<file path="src/rtl/dco_pkg.sv">
package dco_pkg;
   timeunit 1ns;
   timeprecision 1ps;

   typedef enum logic [0:0] {
      LINE_E1 = 1'b0,
      LINE_T1 = 1'b1
   } line_mode_e;

   // accumulator step for a wanted output rate
   function automatic longint unsigned nco_step(input int unsigned out_khz,
                                                input int unsigned sys_khz,
                                                input int unsigned acc_w);
      return (longint'(out_khz) << acc_w) / longint'(sys_khz);
   endfunction

   // nominal period in system clocks (floor)
   function automatic int unsigned period_cycles(input int unsigned out_khz,
                                                 input int unsigned sys_khz);
      return sys_khz / out_khz;
   endfunction

   // one and a half nominal periods in system clocks (floor)
   function automatic int unsigned gap_cycles(input int unsigned out_khz,
                                              input int unsigned sys_khz);
      return (3 * sys_khz) / (2 * out_khz);
   endfunction
endpackage

</file>
<file path="src/rtl/dco_ref_watch.sv">
module dco_ref_watch #(
   parameter int unsigned GAP_W      = 5,
   parameter int unsigned MISS_LIMIT = 4,
   parameter int unsigned E1_PER     = 16,
   parameter int unsigned E1_GAP     = 24,
   parameter int unsigned T1_PER     = 21,
   parameter int unsigned T1_GAP     = 31
) (
   input  logic clk,
   input  logic rst_n,
   input  logic ref_pulse,
   input  logic mode_t1,
   output logic ref_lost
);
   timeunit 1ns;
   timeprecision 1ps;

   localparam int unsigned MW = $clog2(MISS_LIMIT + 1);

   logic [GAP_W-1:0] gap_q;
   logic [GAP_W-1:0] gap_last;
   logic [GAP_W-1:0] gap_rewind;
   logic [MW-1:0]    miss_q;
   logic             miss_full;

   // last count before a period is declared missing, and where counting resumes
   always_comb begin
      if (mode_t1) begin
         gap_last   = GAP_W'(T1_GAP - 1);
         gap_rewind = GAP_W'(T1_GAP - T1_PER);
      end else begin
         gap_last   = GAP_W'(E1_GAP - 1);
         gap_rewind = GAP_W'(E1_GAP - E1_PER);
      end
   end

   assign miss_full = (miss_q == MW'(MISS_LIMIT));

   always_ff @(posedge clk or negedge rst_n) begin
      if (!rst_n) begin
         gap_q  <= '0;
         miss_q <= '0;
      end else if (ref_pulse) begin
         gap_q  <= '0;
         miss_q <= '0;
      end else if (gap_q >= gap_last) begin
         gap_q <= gap_rewind;
         if (!miss_full) begin
            miss_q <= miss_q + MW'(1);
         end
      end else begin
         gap_q <= gap_q + GAP_W'(1);
      end
   end

   assign ref_lost = miss_full;
endmodule

</file>
<file path="src/rtl/dco_phase_acc.sv">
module dco_phase_acc #(
   parameter int unsigned ACC_W = 32,
   parameter int unsigned ERR_W = 24
) (
   input  logic             clk,
   input  logic             rst_n,
   input  logic [ACC_W-1:0] step,
   output logic [ERR_W-1:0] phase_msb,
   output logic             wrap_pulse
);
   timeunit 1ns;
   timeprecision 1ps;

   logic [ACC_W-1:0] acc_q;
   logic [ACC_W:0]   sum;

   assign sum = {1'b0, acc_q} + {1'b0, step};

   always_ff @(posedge clk or negedge rst_n) begin
      if (!rst_n) begin
         acc_q      <= '0;
         wrap_pulse <= 1'b0;
      end else begin
         acc_q      <= sum[ACC_W-1:0];
         wrap_pulse <= sum[ACC_W];
      end
   end

   assign phase_msb = acc_q[ACC_W-1 -: ERR_W];
endmodule

</file>
<file path="src/rtl/dco_loop_filter.sv">
module dco_loop_filter #(
   parameter int unsigned ERR_W   = 24,
   parameter int unsigned OFF_W   = 28,
   parameter int unsigned GAIN_W  = 4,
   parameter int unsigned MAX_DEV = 1048576
) (
   input  logic                    clk,
   input  logic                    rst_n,
   input  logic                    ref_pulse,
   input  logic                    ref_lost,
   input  logic                    center_en,
   input  logic [GAIN_W-1:0]       loop_shift,
   input  logic [ERR_W-1:0]        phase_msb,
   output logic signed [OFF_W-1:0] offset
);
   timeunit 1ns;
   timeprecision 1ps;

   // working width: holds the negated error and the clamp limits
   localparam int unsigned CW = (ERR_W + 1 > OFF_W) ? ERR_W + 1 : OFF_W;
   localparam logic signed [CW:0]      LIM_HI  = (CW + 1)'(MAX_DEV);
   localparam logic signed [CW:0]      LIM_LO  = -LIM_HI;
   localparam logic signed [OFF_W-1:0] OFF_HI  = OFF_W'(MAX_DEV);
   localparam logic signed [OFF_W-1:0] OFF_LO  = -OFF_HI;

   logic signed [CW:0]      err_x;
   logic signed [CW:0]      corr_raw;
   logic signed [OFF_W-1:0] off_next;
   logic signed [OFF_W-1:0] off_q;

   assign err_x    = {{(CW + 1 - ERR_W){phase_msb[ERR_W-1]}}, phase_msb};
   assign corr_raw = -(err_x >>> loop_shift);

   always_comb begin
      if (corr_raw > LIM_HI) begin
         off_next = OFF_HI;
      end else if (corr_raw < LIM_LO) begin
         off_next = OFF_LO;
      end else begin
         off_next = corr_raw[OFF_W-1:0];
      end
   end

   always_ff @(posedge clk or negedge rst_n) begin
      if (!rst_n) begin
         off_q <= '0;
      end else if (ref_pulse) begin
         off_q <= off_next;
      end else if (ref_lost && center_en) begin
         off_q <= '0;
      end
   end

   assign offset = off_q;
endmodule

</file>
<file path="src/rtl/dco_tx_osc.sv">
module dco_tx_osc #(
   parameter int unsigned ACC_W      = 32,
   parameter int unsigned SYS_KHZ    = 32768,
   parameter int unsigned E1_KHZ     = 2048,
   parameter int unsigned T1_KHZ     = 1544,
   parameter int unsigned ERR_W      = 24,
   parameter int unsigned OFF_W      = 28,
   parameter int unsigned MAX_DEV    = 1048576,
   parameter int unsigned MISS_LIMIT = 4,
   parameter int unsigned GAIN_W     = 4
) (
   input  logic              clk,
   input  logic              rst_n,
   input  logic              ref_pulse,
   input  logic              mode_t1,
   input  logic              center_en,
   input  logic [GAIN_W-1:0] loop_shift,
   output logic              out_pulse,
   output logic              ref_lost,
   output logic [ACC_W-1:0]  freq_word
);
   timeunit 1ns;
   timeprecision 1ps;

   localparam logic [ACC_W-1:0] E1_STEP = ACC_W'(dco_pkg::nco_step(E1_KHZ, SYS_KHZ, ACC_W));
   localparam logic [ACC_W-1:0] T1_STEP = ACC_W'(dco_pkg::nco_step(T1_KHZ, SYS_KHZ, ACC_W));
   localparam int unsigned E1_PER  = dco_pkg::period_cycles(E1_KHZ, SYS_KHZ);
   localparam int unsigned T1_PER  = dco_pkg::period_cycles(T1_KHZ, SYS_KHZ);
   localparam int unsigned E1_GAP  = dco_pkg::gap_cycles(E1_KHZ, SYS_KHZ);
   localparam int unsigned T1_GAP  = dco_pkg::gap_cycles(T1_KHZ, SYS_KHZ);
   localparam int unsigned GAP_MAX = (E1_GAP > T1_GAP) ? E1_GAP : T1_GAP;
   localparam int unsigned GAP_W   = $clog2(GAP_MAX + 1);

   // elaboration-time parameter checks
   if (ACC_W < 8 || ACC_W > 48) begin : g_bad_acc
      $error("dco_tx_osc: ACC_W out of range");
   end
   if (ERR_W < 2 || ERR_W > ACC_W) begin : g_bad_err
      $error("dco_tx_osc: ERR_W must lie in 2..ACC_W");
   end
   if (OFF_W < 2 || OFF_W > ACC_W) begin : g_bad_off
      $error("dco_tx_osc: OFF_W must lie in 2..ACC_W");
   end
   if (MAX_DEV == 0 || longint'(MAX_DEV) >= (longint'(1) << (OFF_W - 1))) begin : g_bad_dev
      $error("dco_tx_osc: MAX_DEV does not fit the correction width");
   end
   if (MAX_DEV >= T1_STEP || MAX_DEV >= E1_STEP) begin : g_bad_step
      $error("dco_tx_osc: MAX_DEV reaches the nominal step");
   end
   if (E1_KHZ * 4 > SYS_KHZ || T1_KHZ * 4 > SYS_KHZ) begin : g_bad_sys
      $error("dco_tx_osc: system clock too slow for the output rates");
   end
   if (MISS_LIMIT < 1) begin : g_bad_miss
      $error("dco_tx_osc: MISS_LIMIT must be at least one");
   end
   if (GAIN_W < 1 || GAIN_W > 6) begin : g_bad_gain
      $error("dco_tx_osc: GAIN_W out of range");
   end

   dco_pkg::line_mode_e line_sel;
   logic [ACC_W-1:0]        nom_step;
   logic [ACC_W-1:0]        off_ext;
   logic signed [OFF_W-1:0] offset;
   logic [ERR_W-1:0]        phase_msb;

   assign line_sel = dco_pkg::line_mode_e'(mode_t1);
   assign nom_step = (line_sel == dco_pkg::LINE_T1) ? T1_STEP : E1_STEP;

   if (OFF_W < ACC_W) begin : g_off_sext
      assign off_ext = {{(ACC_W - OFF_W){offset[OFF_W-1]}}, offset};
   end else begin : g_off_full
      assign off_ext = offset;
   end

   assign freq_word = nom_step + off_ext;

   dco_ref_watch #(
      .GAP_W     (GAP_W),
      .MISS_LIMIT(MISS_LIMIT),
      .E1_PER    (E1_PER),
      .E1_GAP    (E1_GAP),
      .T1_PER    (T1_PER),
      .T1_GAP    (T1_GAP)
   ) u_watch (
      .clk      (clk),
      .rst_n    (rst_n),
      .ref_pulse(ref_pulse),
      .mode_t1  (mode_t1),
      .ref_lost (ref_lost)
   );

   dco_phase_acc #(
      .ACC_W(ACC_W),
      .ERR_W(ERR_W)
   ) u_acc (
      .clk       (clk),
      .rst_n     (rst_n),
      .step      (freq_word),
      .phase_msb (phase_msb),
      .wrap_pulse(out_pulse)
   );

   dco_loop_filter #(
      .ERR_W  (ERR_W),
      .OFF_W  (OFF_W),
      .GAIN_W (GAIN_W),
      .MAX_DEV(MAX_DEV)
   ) u_filt (
      .clk       (clk),
      .rst_n     (rst_n),
      .ref_pulse (ref_pulse),
      .ref_lost  (ref_lost),
      .center_en (center_en),
      .loop_shift(loop_shift),
      .phase_msb (phase_msb),
      .offset    (offset)
   );
endmodule

</file>
<file path="config.mk">
export PLATFORM = sky130hd
export DESIGN_NAME = dco_tx_osc
export DESIGN_NICKNAME = d
export VERILOG_FILES = /design/src/rtl/dco_pkg.sv /design/src/rtl/dco_ref_watch.sv /design/src/rtl/dco_phase_acc.sv /design/src/rtl/dco_loop_filter.sv /design/src/rtl/dco_tx_osc.sv
export SDC_FILE = /design/constraint.sdc
export NUM_CORES = 1
export LEC_CHECK = 0
export ABC_CLOCK_PERIOD_IN_PS = 9500
export BUFFER_PORTS_ARGS = -buffer_cell sky130_fd_sc_hd__buf_2
export CORE_ASPECT_RATIO = 1.1
export CORE_UTILIZATION = 50
export CTS_CLUSTER_SIZE = 30
export DETAILED_ROUTE_END_ITERATION = 12
export GPL_TIMING_DRIVEN = 0
export PLACE_DENSITY_LB_ADDON = 0.1
export SYNTH_ARGS = -nofsm -noshare
export SYNTH_HDL_FRONTEND = slang
export SYNTH_SLANG_ARGS = --single-unit
</file>
<file path="constraint.sdc">
create_clock -name clk -period 9.5 [get_ports clk]
set_input_delay 0.95 -clock clk [delete_from_list [all_inputs] [get_ports clk]]
set_output_delay 0.95 -clock clk [all_outputs]
set_load 0.01 [all_outputs]
</file>
==> flow_summary.ini <==
[status]
status = finished clean

[die]
start_util_pct = 51.21
core_area_um2 = 12030
die_w_um = 107.9
rows = 42
ioPinCount = 43
dieArea_um2 = 12770
die_h_um = 118.4

[critical_path]
crit_chain = buf_2 -> buf_4 -> buf_6 -> buf_6 -> mux4_2 -> mux2_2 -> o22ai_2 -> ha_1 -> nand2_1 -> nor4b_2 -> a41o_1 -> nor2_1 -> or3b_1 -> o32a_1 -> buf_2 -> o21ai_0
crit_path_max_fanout = 10
start_kind = primary input
cp.buffers_inverters = 5
arrival_ns = 4.95
setup.worst_path.end_class = flip-flop
crit_start = loop_shift[1]
critPathMaxStageDelay_ns = 0.52
cpLargestDelayFamily = simple AND/OR/NAND/NOR gates
worstReg2RegStart = u_acc.acc_q[23]
crit_slowest_cell = mux4_2
path_class = in -> reg
worstPathRequired_ns = 9.76

[logic_synthesis]
yosysSeqAreaShare_pct = 28.02
synth_compound_area_share_pct = 19.88
synthAdderAreaFrac_pct = 9.259
synthesis.instances = 666
yosys_register_bits = 69
synth_top_family_by_area = compound AO/OA/AOI/OAI gates
ys_async_sr_fraction_pct = 100.0
synth_mux_area_share_pct = 13.12
syn_avg_cell_area_um2 = 9.252
synthXorXnorAreaFrac_pct = 7.107
synth_area_um2 = 6162
synth-simple-area-share_pct = 15.86
synth.distinct_cells = 72
synth_ff_type = dfrtp_1
yosys_warnings = 0
syn-num-nets = 720
synth_edf_count = 0

[clock_tree]
cts_buffers = 9
cts_tree = built
cts_resized = 0
path_clk_slew_ns = 0.06
cts_sinks = 69
insertion_delay_ns = 0.34
hold_buffers = 0
cts_buffer_depth = 2
cts-root-buf = clkbuf_16
htreeDepth = 3
post-cts-setup-buffers = 0

[power_and_ir_drop]
swShare_pct = 44.80
power_frac_clock_pct = 14.7
p_switching_mw = 1.018
internal-power_mw = 1.255
ir_drop_mv = 0.2090
pwr-share-comb_pct = 60.3
leakage_nw = 3.294
p_per_area_nw_per_um2 = 330.5
seq_power_share_pct = 25.0
finalPower_mw = 2.273

[route]
viasPerCell = 6.149
avgRoutedWirePerCell_um = 18.81
firstDrtPassIters = 5
drtAntennaViolNets = 0
vias = 5399
drt_wl_total_um = 16520
drt_iter0_markers = 386
drcViolationCount = 0

[place]
dp_hpwl_um = 12900
gp_congestion = 0.9298
pre_cts_ws_ns = 4.509
dp.cells = 862
numPortBuffers = 41
place_area_um2 = 6583

[global_routing]
antenna_found_initial = 0
track_usage_pct = 27.69
grt-busiest-layer = met2
grt-ovfl-total = 0
grt_max_degree = 43
gr-usage-met2_pct = 43.71
grtUsageMet1_pct = 36.43
grt_pass1_vias = 5158
grt_pass1_wl_um = 27030
met3_usage_pct = 4.413

[hold_path]
min-delay-path-class = reg -> reg
hold_start = u_acc.acc_q[0]

[finish]
drive_above_1_share_pct = 19.75
stdcell_count = 878
final_util_pct = 57.14
nets = 773
syn_to_final_growth_pct = 11.59
final_area_um2 = 6877
diodes = 0

[timing]
layout_setup_ws_ns = 4.805
rsz0062_at_grt = false
hold_viol = 0
hold-worst-slack_ns = 0.4704
fin_setup_tns_ns = 0
worst_pin_slew_ns = 0.8791
max_slew_margin_pct = 40.86
finalCritPeriodShare_pct = 49.42
fin_crit_ns = 4.695
fmax_mhz = 213.0
slew_violations = 0
setup_violations = 0
skew_ns = 0.008316

[job]
cap_violations = 0
-- worst paths after layout --
kind / to / slack (ns) / cells past startpoint
min: u_acc.acc_q[0] / 0.47 / 1
max: u_filt.offset[14] / 4.80 / 16
min in group asynchronous: u_acc.acc_q[10] / 0.53 / 1
min reg2reg: u_acc.acc_q[0] / 0.47 / 1
max in group asynchronous: u_filt.offset[27] / 8.41 / 2
max reg2reg: u_filt.offset[14] / 5.38 / 13
-- layout make-up --
type	instances	area [µm²]
buffer	47	334.1
clock buffer	12	246.5
clock inverter	4	47.55
fill	1080	5157
inverter	22	82.58
multi-input combinational	528	4019
sequential	69	1727
tap	154	192.7
timing repair buffer	42	227.7
-- sequential cells by signal, indices dropped and copies added, names as in the netlist --
register and count:
u_acc.acc_q 32, u_filt.offset 28, u_watch.gap_q 5, u_watch.miss_q 3
u_acc.wrap_pulse 1
-- logic make-up after synthesis --
kind of cell | count (synthesis)
multiplexers | 56
flip-flops | 69
AO/OA/AOI/OAI | 177
adder cells (fa/ha/maj) | 45
XOR/XNOR | 50
buffers and inverters | 69
AND/OR/NAND/NOR | 200
-- cells in the mapped netlist (3+ instances only) --
library cell | n | share of area [%]
mux2_2 | 14 | 2.6
xnor2_1 | 33 | 4.7
mux2i_1 | 23 | 3.7
nand2b_1 | 8 | 0.81
nor2b_1 | 7 | 0.71
a31oi_1 | 6 | 0.61
o22ai_1 | 3 | 0.30
or2_2 | 3 | 0.30
nor3b_1 | 5 | 0.61
dfrtp_1 | 69 | 28
xor2_1 | 17 | 2.4
o31ai_2 | 3 | 0.61
o21a_1 | 13 | 1.6
o21ai_0 | 43 | 3.5
a21oi_1 | 34 | 2.8
mux4_2 | 18 | 6.6
o31ai_1 | 4 | 0.49
buf_4 | 24 | 2.9
a21o_1 | 26 | 3.2
buf_2 | 6 | 0.49
nor2_1 | 47 | 2.9
nand3_1 | 17 | 1.4
clkbuf_1 | 7 | 0.43
a22oi_1 | 5 | 0.61
a211oi_1 | 4 | 0.49
and3_1 | 11 | 1.1
ha_1 | 44 | 8.9
and2_1 | 12 | 1.2
nor3_1 | 13 | 1.1
inv_1 | 22 | 1.3
nand2_1 | 63 | 3.8
nand4_1 | 3 | 0.30
buf_6 | 8 | 1.5
o221ai_1 | 3 | 0.43
-- power groups by stage --
| stage | registers, mW | clock network, mW | logic [mW] |
|---|---|---|---|
| after floorplan | 0.510 | 0 | 1.05 |
| after global placement | 0.564 | 0 | 1.32 |
| after detailed placement | 0.570 | 0 | 1.35 |
| after CTS | 0.565 | 0.342 | 1.36 |
| after global routing | 0.583 | 0.354 | 1.51 |
| final | 0.568 | 0.334 | 1.37 |
-- layer usage --
layer	vias up	part of all wire, %
met5	-	0
li1	2537	-
met4	0	4.3
met3	43	4.8
met2	179	47
met1	2640	44
-- placed cells by master, fill, tap and decap left out, drive strengths merged, types with 3 or more instances in the layout --
cell | synthesis | routed
nand2b | 8 | 8
mux2i | 23 | 23
nand2 | 63 | 63
a211oi | 4 | 4
and2 | 12 | 12
a31oi | 6 | 6
or2 | 3 | 3
o31ai | 7 | 7
ha | 44 | 44
nor3 | 13 | 13
o22ai | 4 | 4
nor3b | 5 | 5
a21o | 26 | 26
mux2 | 15 | 15
and3 | 11 | 11
clkbuf | 7 | 19
a221oi | 3 | 3
xnor2 | 33 | 33
nand4 | 3 | 3
xor2 | 17 | 17
nor2 | 47 | 47
nand3 | 18 | 18
buf | 40 | 82
dfrtp | 69 | 69
o221ai | 4 | 4
inv | 22 | 22
mux4 | 18 | 18
o21ai | 45 | 45
a22oi | 6 | 6
o21a | 13 | 13
nor2b | 7 | 7
a21oi | 34 | 34
No activity file was read; power rests on OpenSTA's default activity.
